## config.mk

```make
export PLATFORM = sky130hd
export DESIGN_NAME = angle_read_ctrl
export DESIGN_NICKNAME = d
export VERILOG_FILES = /design/src/rtl/angle_rd_pkg.sv /design/src/rtl/angle_rd_ctrl.sv /design/src/rtl/angle_rd_dpath.sv /design/src/rtl/angle_read_ctrl.sv
export SDC_FILE = /design/constraint.sdc
export NUM_CORES = 1
export LEC_CHECK = 0
export BUFFER_PORTS_ARGS = -buffer_cell sky130_fd_sc_hd__buf_4
export CORE_MARGIN = 8
export CORE_UTILIZATION = 45
export CTS_BUF_LIST = sky130_fd_sc_hd__clkbuf_2 sky130_fd_sc_hd__clkbuf_4 sky130_fd_sc_hd__clkbuf_8
export DETAILED_ROUTE_END_ITERATION = 10
export PLACE_DENSITY = 0.67
export SETUP_SLACK_MARGIN = 0.1
export SLEW_MARGIN = 15
export SYNTH_ARGS = -nofsm -noshare
export SYNTH_HDL_FRONTEND = slang
export SYNTH_SLANG_ARGS = --single-unit
export TNS_END_PERCENT = 50
```

## constraint.sdc

```tcl
create_clock -name clk -period 2.41 [get_ports clk]
set_input_delay 0.1205 -clock clk [delete_from_list [all_inputs] [get_ports clk]]
set_output_delay 0.1205 -clock clk [all_outputs]
set_load 0.02 [all_outputs]
```

## src/rtl/angle_rd_pkg.sv

```systemverilog
package angle_rd_pkg;

  typedef enum logic [2:0] {
    S_IDLE,
    S_HOLD,
    S_GAP,
    S_CHECK,
    S_PUB
  } rdState_t;

  // Strobes from control to datapath
  typedef struct packed {
    logic capA;     // capture first sample of a compare pair
    logic capB;     // capture the single / second sample
    logic publish;  // move second sample to the output
    logic cmpRun;   // current read is in compare mode
  } rdStrobe_t;

endpackage

```

## src/rtl/angle_rd_ctrl.sv

```systemverilog
module angle_rd_ctrl
  import angle_rd_pkg::*;
#(
  parameter int SETTLE_CYC = 50,
  parameter int ENA_CYC    = 9,
  parameter int GAP_CYC    = 125,
  parameter int MAX_RETRY  = 2,
  parameter int CNT_W      = 8,
  parameter int RTY_W      = 2
) (
  input  logic      clk,
  input  logic      rst_n,
  input  logic      reqAsync,
  input  logic      cmpMode,
  input  logic      match,
  output logic      holdN,
  output rdStrobe_t stb,
  output logic      readErr
);

  logic [1:0]       reqSync;
  logic             reqPrev;
  logic             reqRise;
  rdState_t         state;
  logic [CNT_W-1:0] cnt;
  logic [CNT_W-1:0] holdLim;
  logic [RTY_W-1:0] rtyCnt;
  logic             phaseB;
  logic             modeCmp;
  logic             lastHold;

  always_ff @(posedge clk or negedge rst_n) begin
    if (!rst_n) begin
      reqSync <= '0;
      reqPrev <= 1'b0;
    end else begin
      reqSync <= {reqSync[0], reqAsync};
      reqPrev <= reqSync[1];
    end
  end

  assign reqRise  = reqSync[1] & ~reqPrev;
  assign holdLim  = modeCmp ? CNT_W'(ENA_CYC) : CNT_W'(SETTLE_CYC);
  assign lastHold = (state == S_HOLD) && (cnt == holdLim - 1'b1);

  always_ff @(posedge clk or negedge rst_n) begin
    if (!rst_n) begin
      state   <= S_IDLE;
      cnt     <= '0;
      rtyCnt  <= '0;
      phaseB  <= 1'b0;
      modeCmp <= 1'b0;
      readErr <= 1'b0;
    end else begin
      unique case (state)
        S_IDLE: begin
          if (reqRise) begin
            state   <= S_HOLD;
            cnt     <= '0;
            rtyCnt  <= '0;
            phaseB  <= 1'b0;
            modeCmp <= cmpMode;
            readErr <= 1'b0;
          end
        end
        S_HOLD: begin
          if (lastHold) begin
            cnt <= '0;
            if (!modeCmp) begin
              state <= S_PUB;
            end else if (!phaseB) begin
              phaseB <= 1'b1;
              state  <= S_GAP;
            end else begin
              state <= S_CHECK;
            end
          end else begin
            cnt <= cnt + 1'b1;
          end
        end
        S_GAP: begin
          if (cnt == CNT_W'(GAP_CYC - 1)) begin
            cnt   <= '0;
            state <= S_HOLD;
          end else begin
            cnt <= cnt + 1'b1;
          end
        end
        S_CHECK: begin
          if (match) begin
            state <= S_PUB;
          end else if (rtyCnt == RTY_W'(MAX_RETRY)) begin
            readErr <= 1'b1;
            state   <= S_IDLE;
          end else begin
            rtyCnt <= rtyCnt + 1'b1;
            phaseB <= 1'b0;
            cnt    <= '0;
            state  <= S_GAP;
          end
        end
        S_PUB:   state <= S_IDLE;
        default: state <= S_IDLE;
      endcase
    end
  end

  assign holdN       = (state != S_HOLD);
  assign stb.capA    = lastHold & modeCmp & ~phaseB;
  assign stb.capB    = lastHold & (~modeCmp | phaseB);
  assign stb.publish = (state == S_PUB);
  assign stb.cmpRun  = modeCmp;

  // Checker state: length of the current low phase of holdN
  logic [CNT_W-1:0] lowCnt;
  always_ff @(posedge clk or negedge rst_n) begin
    if (!rst_n)     lowCnt <= '0;
    else if (!holdN) lowCnt <= lowCnt + 1'b1;
    else            lowCnt <= '0;
  end


  hold_len_chk: assert property (@(posedge clk) disable iff (!rst_n)
    $rose(holdN) |-> (lowCnt == holdLim));


  hold_start_chk: assert property (@(posedge clk) disable iff (!rst_n)
    $fell(holdN) |-> ($past(state) == S_IDLE || $past(state) == S_GAP));

endmodule

```

## src/rtl/angle_rd_dpath.sv

```systemverilog
module angle_rd_dpath
  import angle_rd_pkg::*;
#(
  parameter int DATA_W = 16
) (
  input  logic              clk,
  input  logic              rst_n,
  input  rdStrobe_t         stb,
  input  logic              ignoreLsb,
  input  logic [DATA_W-1:0] dataIn,
  output logic              match,
  output logic [DATA_W-1:0] angleOut,
  output logic              angleValid
);

  logic [DATA_W-1:0] firstReg;
  logic [DATA_W-1:0] secondReg;
  logic [DATA_W-1:0] cmpMask;

  // Capture on the edge opposite to the one that moves the hold line
  always_ff @(negedge clk or negedge rst_n) begin
    if (!rst_n) begin
      firstReg  <= '0;
      secondReg <= '0;
    end else begin
      if (stb.capA) firstReg  <= dataIn;
      if (stb.capB) secondReg <= dataIn;
    end
  end

  assign cmpMask = ignoreLsb ? {{(DATA_W-1){1'b1}}, 1'b0} : {DATA_W{1'b1}};
  assign match   = ((firstReg ^ secondReg) & cmpMask) == '0;

  always_ff @(posedge clk or negedge rst_n) begin
    if (!rst_n) begin
      angleOut   <= '0;
      angleValid <= 1'b0;
    end else begin
      angleValid <= stb.publish;
      if (stb.publish) angleOut <= secondReg;
    end
  end


  valid_pulse_chk: assert property (@(posedge clk) disable iff (!rst_n)
    angleValid |=> !angleValid);


  out_hold_chk: assert property (@(posedge clk) disable iff (!rst_n)
    !angleValid |-> $stable(angleOut));


  pub_match_chk: assert property (@(posedge clk) disable iff (!rst_n)
    (stb.publish && stb.cmpRun) |-> match);

endmodule

```

## src/rtl/angle_read_ctrl.sv

```systemverilog
module angle_read_ctrl
  import angle_rd_pkg::*;
#(
  parameter int DATA_W    = 16,
  parameter int CLK_KHZ   = 125000,
  parameter int SETTLE_NS = 400,
  parameter int ENABLE_NS = 70,
  parameter int GAP_NS    = 1000,
  parameter int MAX_RETRY = 2
) (
  input  logic              clk,
  input  logic              rst_n,
  input  logic              reqAsync,
  input  logic              cmpMode,
  input  logic              ignoreLsb,
  input  logic [DATA_W-1:0] dataIn,
  output logic              holdN,
  output logic [DATA_W-1:0] angleOut,
  output logic              angleValid,
  output logic              readErr
);

  localparam int SETTLE_CYC = (SETTLE_NS * CLK_KHZ + 999999) / 1000000;
  localparam int ENA_CYC    = (ENABLE_NS * CLK_KHZ + 999999) / 1000000;
  localparam int GAP_CYC    = (GAP_NS * CLK_KHZ + 999999) / 1000000;
  localparam int MAX_CYC    = (SETTLE_CYC > GAP_CYC) ? SETTLE_CYC : GAP_CYC;
  localparam int CNT_W      = $clog2(MAX_CYC + 1);
  localparam int RTY_W      = (MAX_RETRY < 1) ? 1 : $clog2(MAX_RETRY + 1);

  rdStrobe_t stb;
  logic      match;

  angle_rd_ctrl #(
    .SETTLE_CYC(SETTLE_CYC),
    .ENA_CYC   (ENA_CYC),
    .GAP_CYC   (GAP_CYC),
    .MAX_RETRY (MAX_RETRY),
    .CNT_W     (CNT_W),
    .RTY_W     (RTY_W)
  ) u_ctrl (
    .clk     (clk),
    .rst_n   (rst_n),
    .reqAsync(reqAsync),
    .cmpMode (cmpMode),
    .match   (match),
    .holdN   (holdN),
    .stb     (stb),
    .readErr (readErr)
  );

  angle_rd_dpath #(
    .DATA_W(DATA_W)
  ) u_dpath (
    .clk       (clk),
    .rst_n     (rst_n),
    .stb       (stb),
    .ignoreLsb (ignoreLsb),
    .dataIn    (dataIn),
    .match     (match),
    .angleOut  (angleOut),
    .angleValid(angleValid)
  );


  err_no_valid_chk: assert property (@(posedge clk) disable iff (!rst_n)
    $rose(readErr) |-> !angleValid);


  valid_released_chk: assert property (@(posedge clk) disable iff (!rst_n)
    angleValid |-> holdN);

endmodule

```

# After elaboration in Yosys (flattened, before gate mapping)
# Cells that the tools add are included.
# classes
muxes	29
add_sub_neg	3
n_bitwise	10
n_eq_ne	15
n_reduce_logical	12
# op_table
operator	count
two-way mux 7 bit	5
case mux 7 bit (4 select lines)	1
AND 16 bit	1
logical NOT 16 bit	1
bitwise XOR 16 bit	1
two-way mux 3 bit	5
case mux 3 bit (4 select lines)	1
AND reduction 4 bit	3
inequality test 2 x 1 -> 1 bit (second input constant)	5
two-way mux 1 bit	9
two-way mux 2 bit	4
adder 7 x 1 -> 7 bit (second input constant)	1
equality test 7 bit	1
equality test 7 bit (second input constant)	1
subtractor 7 x 1 -> 7 bit (second input constant)	1
equality test 3 x 2 -> 1 bit (second input constant)	2
two-way mux 6 bit	1
AND reduction 6 bit	1
AND 1 bit	4
inequality test 2 bit (second input constant)	2
case mux 2 bit (2 select lines)	1
nonzero test 4 bit	1
equality test 3 x 1 -> 1 bit (second input constant)	1
equality test 3 bit (second input constant)	1
other kinds (13)	15
# totals
in_bits	21
elab_cells	81
reg_bits	67
output_inout_bits	19

# Depth between registers and ports, before layout
# Gate-level depths: netlist (run 1).
# logic_depth
depth_word	6
depth_mapped	8
mapped_depth_nobuf	8

# Hierarchy
# Synthesis (run 1) repeated with hierarchy kept, for this count alone.
# hier_totals
cells_unflattened	237
area_unflattened_um2	3025.4
# by_module_without_submodules
mod	n_inst	cells_per_inst	seq_area_each_um2	area_per_inst_um2
angle_rd_dpath	1	126	1226.2	1989.4
angle_rd_ctrl	1	111	450.4	1036.0

==> metrics.md, run 1 <==
| Metric | Value |
|---|---|
| Status | `complete, but fails checks` |
| Failing checks | `negative setup slack` |
| Power share of the sequential group | `0.502` |
| LEAKAGE | `0.002146 uW` |
| Uppermost layer routed | `met4` |
| Die H | `98.18 um` |
| Initial core utilization | `0.4549` |
| Yosys cell types | `43` |
| Setup Skew | `0.01841 ns` |
| Worst setup EP type | `flop` |
| First-pass GRT wire length | `10.97 mm` |
| Hpwl dp | `4.718 mm` |
| Synth warnings | `0` |
| Final #Nets | `352` |
| Asr flop ratio synth | `1.000` |
| Cell taking the most area after synthesis | `dfrtp_1` |
| WL met1 | `2.981 mm` |
| Vias in the first global route | `2254` |
| 1st-iter DRT viols | `71` |
| Min setup slack post-route | `-0.9970 ns` |
| # setup viols final | `45` |
| Yosys reg bits | `67` |
| Core area | `6681 um^2` |
| Synth top area share | `0.2882` |
| CTS tree | `done` |
| Sequential share of the synthesized area | `0.5517` |
| Max-slew violations | `0` |
| Comb pwr share | `0.029` |
| Antenna viol nets, final | `0` |
| Met2 routed WL | `3.237 mm` |
| Power density over the cells | `530.4 nW/um^2` |
| Commonest cells post-synth | `mux2_2, dfrtp_1, dfrtn_1` |
| Flop2flop setup slack | `-1.0 ns` |
| Max-cap violations | `0` |
| DRC violations left | `0` |
| Synth Cell Area | `3039 um^2` |
| DR pass1 iterations | `4` |
| H-tree depth | `3` |
| Vias | `2103` |
| Slowest-stage cell, CP | `or4_4` |
| Post-Syn Nets | `252` |
| Initial antenna violation count | `0` |
| WL per Instance | `16.06 um` |
| Reg-to-Reg End | `u_dpath.firstReg[7]` |
| Die area | `9639 um^2` |
| Clk slew on worst S/H paths | `0.07 ns` |
| R2r worst-path depth | `8` |
| CTS root buf | `clkbuf_8` |
| Port bufs | `39` |
| Total gr overflow | `0` |
| Crit start category | `flop` |
| Ant diodes | `0` |
| Max stage delay on crit path | `0.54 ns` |
| Clock Latency Late Sink | `0.35 ns` |
| Met3 wire len | `335 um` |
| Num ports | `40` |
| Total Wirelength | `6.634 mm` |
| Drt via density | `5.092` |
| Setup repair after global routing missed its margin | `yes` |
| Avg Inst Size Synth | `13.33 um^2` |
| CTS Buf Count | `9` |
| R2r startpoint | `u_ctrl.cnt[0]` |
| Rows | `30` |
| Layout area overhead | `39.65%` |
| Endpoints failing hold | `0` |
| Synth Instances | `228` |
| Sw Ratio | `0.2126` |
| Post-synth EDFFs | `0` |
| Req. time, crit path | `1.39 ns` |
| Largest cells by area after synthesis | `dfrtp_1, dfrtn_1, mux2_2` |
| Number of clock sinks | `67` |
| Worst slew pin tran | `0.6298 ns` |
| Most common cell in the netlist | `mux2_2` |
| CP arrival | `2.38 ns` |
| Ys flop type | `dfrtp_1` |
| Max FO, Critical Path | `6` |
| GRT Total Usage | `0.1437` |
| P_int | `1772 uW` |
| Peak VDD IR | `0.4906 mV` |
| Relative slew slack | `0.5773` |
| Hold slack | `0.2240 ns` |
| Layout cells sized above 1 | `0.5345` |
| Largest net degree at the start of global routing | `24` |
| Critical-path cell list | `inv_2, or4_4, a21oi_4, nand2b_4, nor3b_4, buf_6, clkbuf_16, mux2_4` |
| WS Path Type | `flop to flop` |
| Final Wtd Congestion | `0.8335` |
| NetSw | `478.5 uW` |
| Deepest clock path buffer count | `2` |
| Clock network power share | `0.469` |
| Worst Hold Class | `primary input to async pin` |
| Final core occ | `0.6352` |
| Die Width | `98.18 um` |
-- cell type report --
| cell class | instances | area [um^2] |
|---|---|---|
| inverters | 4 | 15.01 |
| clock buffers | 10 | 137.6 |
| well taps | 80 | 100.1 |
| multi-input cells | 149 | 1425 |
| repair buffers | 97 | 802.0 |
| fillers | 513 | 2437 |
| flip-flops and latches | 67 | 1677 |
| clock inverters | 6 | 87.58 |
-- stage by stage --
step / instance area (um^2) / total power [uW] / setup slack, ns / TNS, ns / cells
floorplan: 3089 / 1153 / -1.064 / -38.58 / 228
finish: 4244 / 2251 / -0.9970 / -36.76 / 413
detailed placement: 3840 / 1213 / -0.9919 / -39.05 / 390
CTS: 4167 / 2272 / -0.9642 / -36.60 / 409
global placement: 3840 / 1213 / -0.9598 / -37.83 / 390
global route: 4244 / 2328 / -1.056 / -39.63 / 413
-- layout by cell type, fill, tap and decap left out, types with 2 or more instances in the layout --
cell and instances:
buf_4 87, mux2_4 35, dfrtp_1 35, dfrtn_1 32
mux2_2 17, nor2_1 12, xnor2_1 12, clkbuf_8 10
nand2_1 9, or3_1 5, a21oi_1 5, nand4_1 4
xor2_1 4, nand3_1 4, nor3_1 4, inv_1 3
a21o_1 3, a22o_1 3, ha_1 3, dlygate4sd3_1 3
buf_12 3, buf_6 3, or2_2 2, or4_4 2
a21oi_4 2, a31oi_1 2, o211ai_1 2, clkinv_2 2
bufinv_16 2
-- kinds of logic after synthesis --
logic type	share of synthesized area
AO/OA/AOI/OAI	0.05846
XOR/XNOR	0.04611
adder cells (fa/ha/maj)	0.01235
buffers and inverters	0.02305
flip-flops	0.5517
multiplexers	0.2050
AND/OR/NAND/NOR	0.1033
-- registers in the layout, indices dropped and copies added (netlist names) --
name                flops
u_ctrl.cnt              7
u_ctrl.phaseB           1
u_ctrl.reqPrev          1
u_ctrl.readErr          1
u_dpath.angleValid      1
u_ctrl.state            3
u_dpath.firstReg       16
u_ctrl.reqSync          2
u_dpath.angleOut       16
u_ctrl.rtyCnt           2
u_ctrl.modeCmp          1
u_dpath.secondReg      16
-- timing repair --
| item | CTS | global route |
|---|---|---|
| endpoints found under the hold margin | 23 | 0 |
| hold buffers | 3 | 0 |
| gates cloned | 0 | 1 |
| buffers inserted | 0 | 3 |
| resized for setup | 20 | 8 |
| pin swaps | 13 | 4 |
| setup endpoints to repair | 45 | 45 |
-- worst max-delay path by stage --
stage / startpoint / endpoint / slack [ns] / cells past startpoint
floorplan: u_ctrl.modeCmp / u_dpath.firstReg[10] / -1.06 / 7
global placement: u_dpath.secondReg[13] / u_ctrl.rtyCnt[1] / -0.96 / 6
detailed placement: u_dpath.secondReg[13] / u_ctrl.rtyCnt[0] / -0.99 / 6
CTS: u_ctrl.cnt[0] / u_dpath.firstReg[4] / -0.96 / 7
global route: u_ctrl.cnt[0] / u_dpath.firstReg[12] / -1.06 / 8
finish: u_ctrl.cnt[0] / u_dpath.firstReg[7] / -1.0 / 8
-- critical path: cells and delay by family, from the launching register on --
| family | cells | cell delay (ns) |
|---|---|---|
| AND/OR/NAND/NOR | 3 | 0.82 |
| flip-flops | 1 | 0.37 |
| buffers and inverters | 3 | 0.34 |
| multiplexers | 1 | 0.30 |
| AO/OA/AOI/OAI | 1 | 0.20 |
-- per-layer routing --
layer / global-route usage / up-vias
met3: 0.05832 / 7
met5: 0 / -
met2: 0.2297 / 46
li1: - / 1011
met4: 0.04604 / 0
met1: 0.1722 / 1039
-- power groups by stage --
stage          clock network (uW)  registers (uW)  logic, uW
2_1_floorplan                   0            1150       2.08
3_3_place_gp                    0            1150       61.8
3_5_place_dp                    0            1150       62.2
4_1_cts                      1080            1130       66.8
5_1_grt                      1130            1130       73.2
6_report                     1060            1130       64.5
No activity file was read; power rests on OpenSTA's default activity.
==> inputs of run 2 (changes only) <==
Settings changed: CELL_PAD_IN_SITES_DETAIL_PLACEMENT set to 1, CELL_PAD_IN_SITES_GLOBAL_PLACEMENT set to 2, CORE_UTILIZATION 45 to 37, PLACE_DENSITY 0.67 to not set, PLACE_DENSITY_LB_ADDON set to 0.1.
==> run 2 against run 1 <==
The flow still finishes with violations (negative setup slack). Utilization shrank 11 points. Routed wire length up 8.0%. Highest routed layer unchanged. Register-to-register slack better by 0.07 ns. Clock-buffer cell count did not move. Critical path type unchanged. Clock power is 9% higher. Via count grew 0.67%. Clock skew fell by 0.0019 ns. Die area increased by 18%.
==> metrics.md, run 2 (synthesis gave the netlist of run 1 again) <==
| Metric | Value |
|---|---|
| Status | `complete, but fails checks` |
| Failing checks | `negative setup slack` |
| H-tree depth | `3 (unchanged)` |
| Vias in the first global route | `2426 (+7.6%)` |
| Die Width | `106.6 um (+8.6%)` |
| Max FO, Critical Path | `8 (+2)` |
| 1st-iter DRT viols | `17 (-76%)` |
| Req. time, crit path | `1.37 ns (-0.02 ns)` |
| Flop2flop setup slack | `-0.93 ns (+0.07 ns)` |
| Largest net degree at the start of global routing | `48 (+100%)` |
| Most frequent cells in the layout | `buf_4, mux2_4, dfrtp_1, dfrtn_1, mux2_2` |
| R2r worst-path depth | `8 (unchanged)` |
| Max-slew violations | `0 (unchanged)` |
| Hpwl dp | `4.919 mm (+4.3%)` |
| Hold slack | `0.05125 ns (-0.1727 ns)` |
| CTS root buf | `clkbuf_8` |
| Die area | `11370 um^2 (+18%)` |
| Hold path depth | `2` |
| P_int | `1874 uW (+5.8%)` |
| Clock network power share | `0.494 (+0.025)` |
| Final #Nets | `350 (-0.57%)` |
| Sw Ratio | `0.2033 (-0.009292)` |
| Final Wtd Congestion | `0.7431 (-11%)` |
| Rows | `33 (+10%)` |
| Fin area | `4273 um^2 (+0.68%)` |
| Initial antenna violation count | `0 (unchanged)` |
| Worst setup EP type | `flop` |
| NetSw | `478.3 uW (about the same)` |
| Number of clock sinks | `67 (unchanged)` |
| DR pass1 iterations | `4 (unchanged)` |
| Ant diodes | `0 (unchanged)` |
| Antenna viol nets, final | `0 (unchanged)` |
| Clock Latency Late Sink | `0.33 ns (-0.02 ns)` |
| Pre-CTS setup slack | `-0.9615 ns (+0.03032 ns)` |
| CP arrival | `2.30 ns (-0.08 ns)` |
| Clk slew on worst S/H paths | `0.07 ns (about the same)` |
| Comb pwr share | `0.026 (-0.003)` |
| CTS tree | `done` |
| Reg-to-Reg End | `u_dpath.firstReg[7]` |
| GRT Total Usage | `0.1330 (-0.01070)` |
| CTS Buf Count | `9 (unchanged)` |
| Total Wirelength | `7.163 mm (+8.0%)` |
| Die H | `106.6 um (+8.6%)` |
| WS Path Type | `flop to flop` |
| Core area | `8093 um^2 (+21%)` |
| Power density over the cells | `550.6 nW/um^2 (+3.8%)` |
| Vias | `2117 (+0.67%)` |
| Worst Hold Class | `primary input to flop` |
| Setup Skew | `0.01649 ns (-0.001928 ns)` |
| FILL cells | `879 (+71%)` |
| Placed instance area | `3814 um^2 (-0.68%)` |
| Peak VDD IR | `0.3726 mV (-24%)` |
| Port bufs | `39 (unchanged)` |
| Layout cells sized above 1 | `0.5287 (-0.005834)` |
| Initial core utilization | `0.3755 (-0.07933)` |
| WL per Instance | `16.43 um (+2.3%)` |
| First-pass GRT wire length | `12.04 mm (+9.7%)` |
| Regs by FF count | `u_dpath.angleOut x16, u_dpath.firstReg x16, u_dpath.secondReg x16` |
| Hold endpoint | `u_ctrl.modeCmp` |
| Power Total | `2353 uW (+4.5%)` |
| Hold Crit Start | `cmpMode` |
| LEAKAGE | `0.002147 uW (about the same)` |
| Min setup slack post-route | `-0.9271 ns (+0.06984 ns)` |
| Relative slew slack | `0.4790 (-0.09831)` |
| Layout area overhead | `40.59%` |
| Drt via density | `4.856 (-4.6%)` |
| Commonest non-fill, non-tap cell in the layout | `buf_4` |
| Num ports | `40 (unchanged)` |
| Deepest clock path buffer count | `2 (unchanged)` |
| Power share of the sequential group | `0.480 (-0.022)` |
| # setup viols final | `45 (unchanged)` |
| Setup repair after global routing missed its margin | `yes` |
| Total gr overflow | `0 (unchanged)` |
| Max-cap violations | `0 (unchanged)` |
| Endpoints failing hold | `0 (unchanged)` |
| DRC violations left | `0 (unchanged)` |
| Crit start category | `flop` |
| Worst slew pin tran | `0.7763 ns (+0.1465 ns)` |
| R2r startpoint | `u_ctrl.cnt[0]` |
-- run 2: cell count changes in the layout (fill, tap and decap cells not counted), sizes merged --
cell / delta
buf: -1
bufinv: +1
dlygate4sd3: -1
inv: -1
-- run 2: routing by layer --
metal	part of all wire	vias to the layer above	global-route usage
li1	-	1009	-
met4	0.0094	0	0.04523
met3	0.028	6	0.03539
met2	0.51	26	0.2180
met5	0	-	0
met1	0.45	1076	0.1659
-- run 2: power groups by stage --
stage               clock [uW]  combinational [uW]  sequential [uW]
finish                    1160                60.4             1130
global route              1230                68.7             1130
CTS                       1190                63.5             1130
detailed placement           0                60.1             1150
global placement             0                60.1             1150
floorplan                    0                2.08             1150
-- run 2: what timing repair did --
item,in CTS,in global routing
pin swaps,10,5
cloned,1,1
endpoints found under the hold margin,13,0
hold buffers,2,0
endpoints found under the setup margin,45,45
setup buffers,7,0
gates resized for setup,24,1
-- run 2: how the worst max path moves through the flow --
stage                           from                    to  slack, ns  cells past startpoint
6_report               u_ctrl.cnt[0]   u_dpath.firstReg[7]      -0.93                      8
5_1_grt                u_ctrl.cnt[0]   u_dpath.firstReg[9]      -1.04                      8
4_1_cts                u_ctrl.cnt[0]   u_dpath.firstReg[6]      -0.94                      8
3_5_place_dp   u_dpath.secondReg[13]      u_ctrl.rtyCnt[1]      -0.96                      6
3_3_place_gp   u_dpath.secondReg[13]      u_ctrl.rtyCnt[1]      -0.97                      6
2_1_floorplan         u_ctrl.modeCmp  u_dpath.firstReg[10]      -1.06                      7
-- run 2: critical path: stages, from the launching register on --
cell and delay [ns]:
dfrtp_1 0.36, inv_2 0.04, or4_4 0.54, a21oi_4 0.17, nand2b_4 0.09, nor3b_4 0.18
buf_4 0.16, buf_16 0.13, mux2_4 0.30
-- run 2: final cells by class --
class | instances | area, um^2 | area share
multi-input combinational | 149 | 1415 | 0.3312
timing repair buffer | 95 | 784.5 | 0.1836
clock buffer | 10 | 137.6 | 0.03221
inverter | 4 | 15.01 | 0.003514
clock inverter | 6 | 112.6 | 0.02635
tap | 105 | 131.4 | 0.03075
sequential | 67 | 1677 | 0.3924
-- run 2: per-stage QoR --
stage	instances	TNS (ns)	utilization
finish	436	-37.38	0.5280
global route	436	-41.25	0.5280
CTS	435	-37.19	0.5244
detailed placement	409	-38.57	0.4712
global placement	409	-38.17	0.4712
floorplan	228	-38.58	-
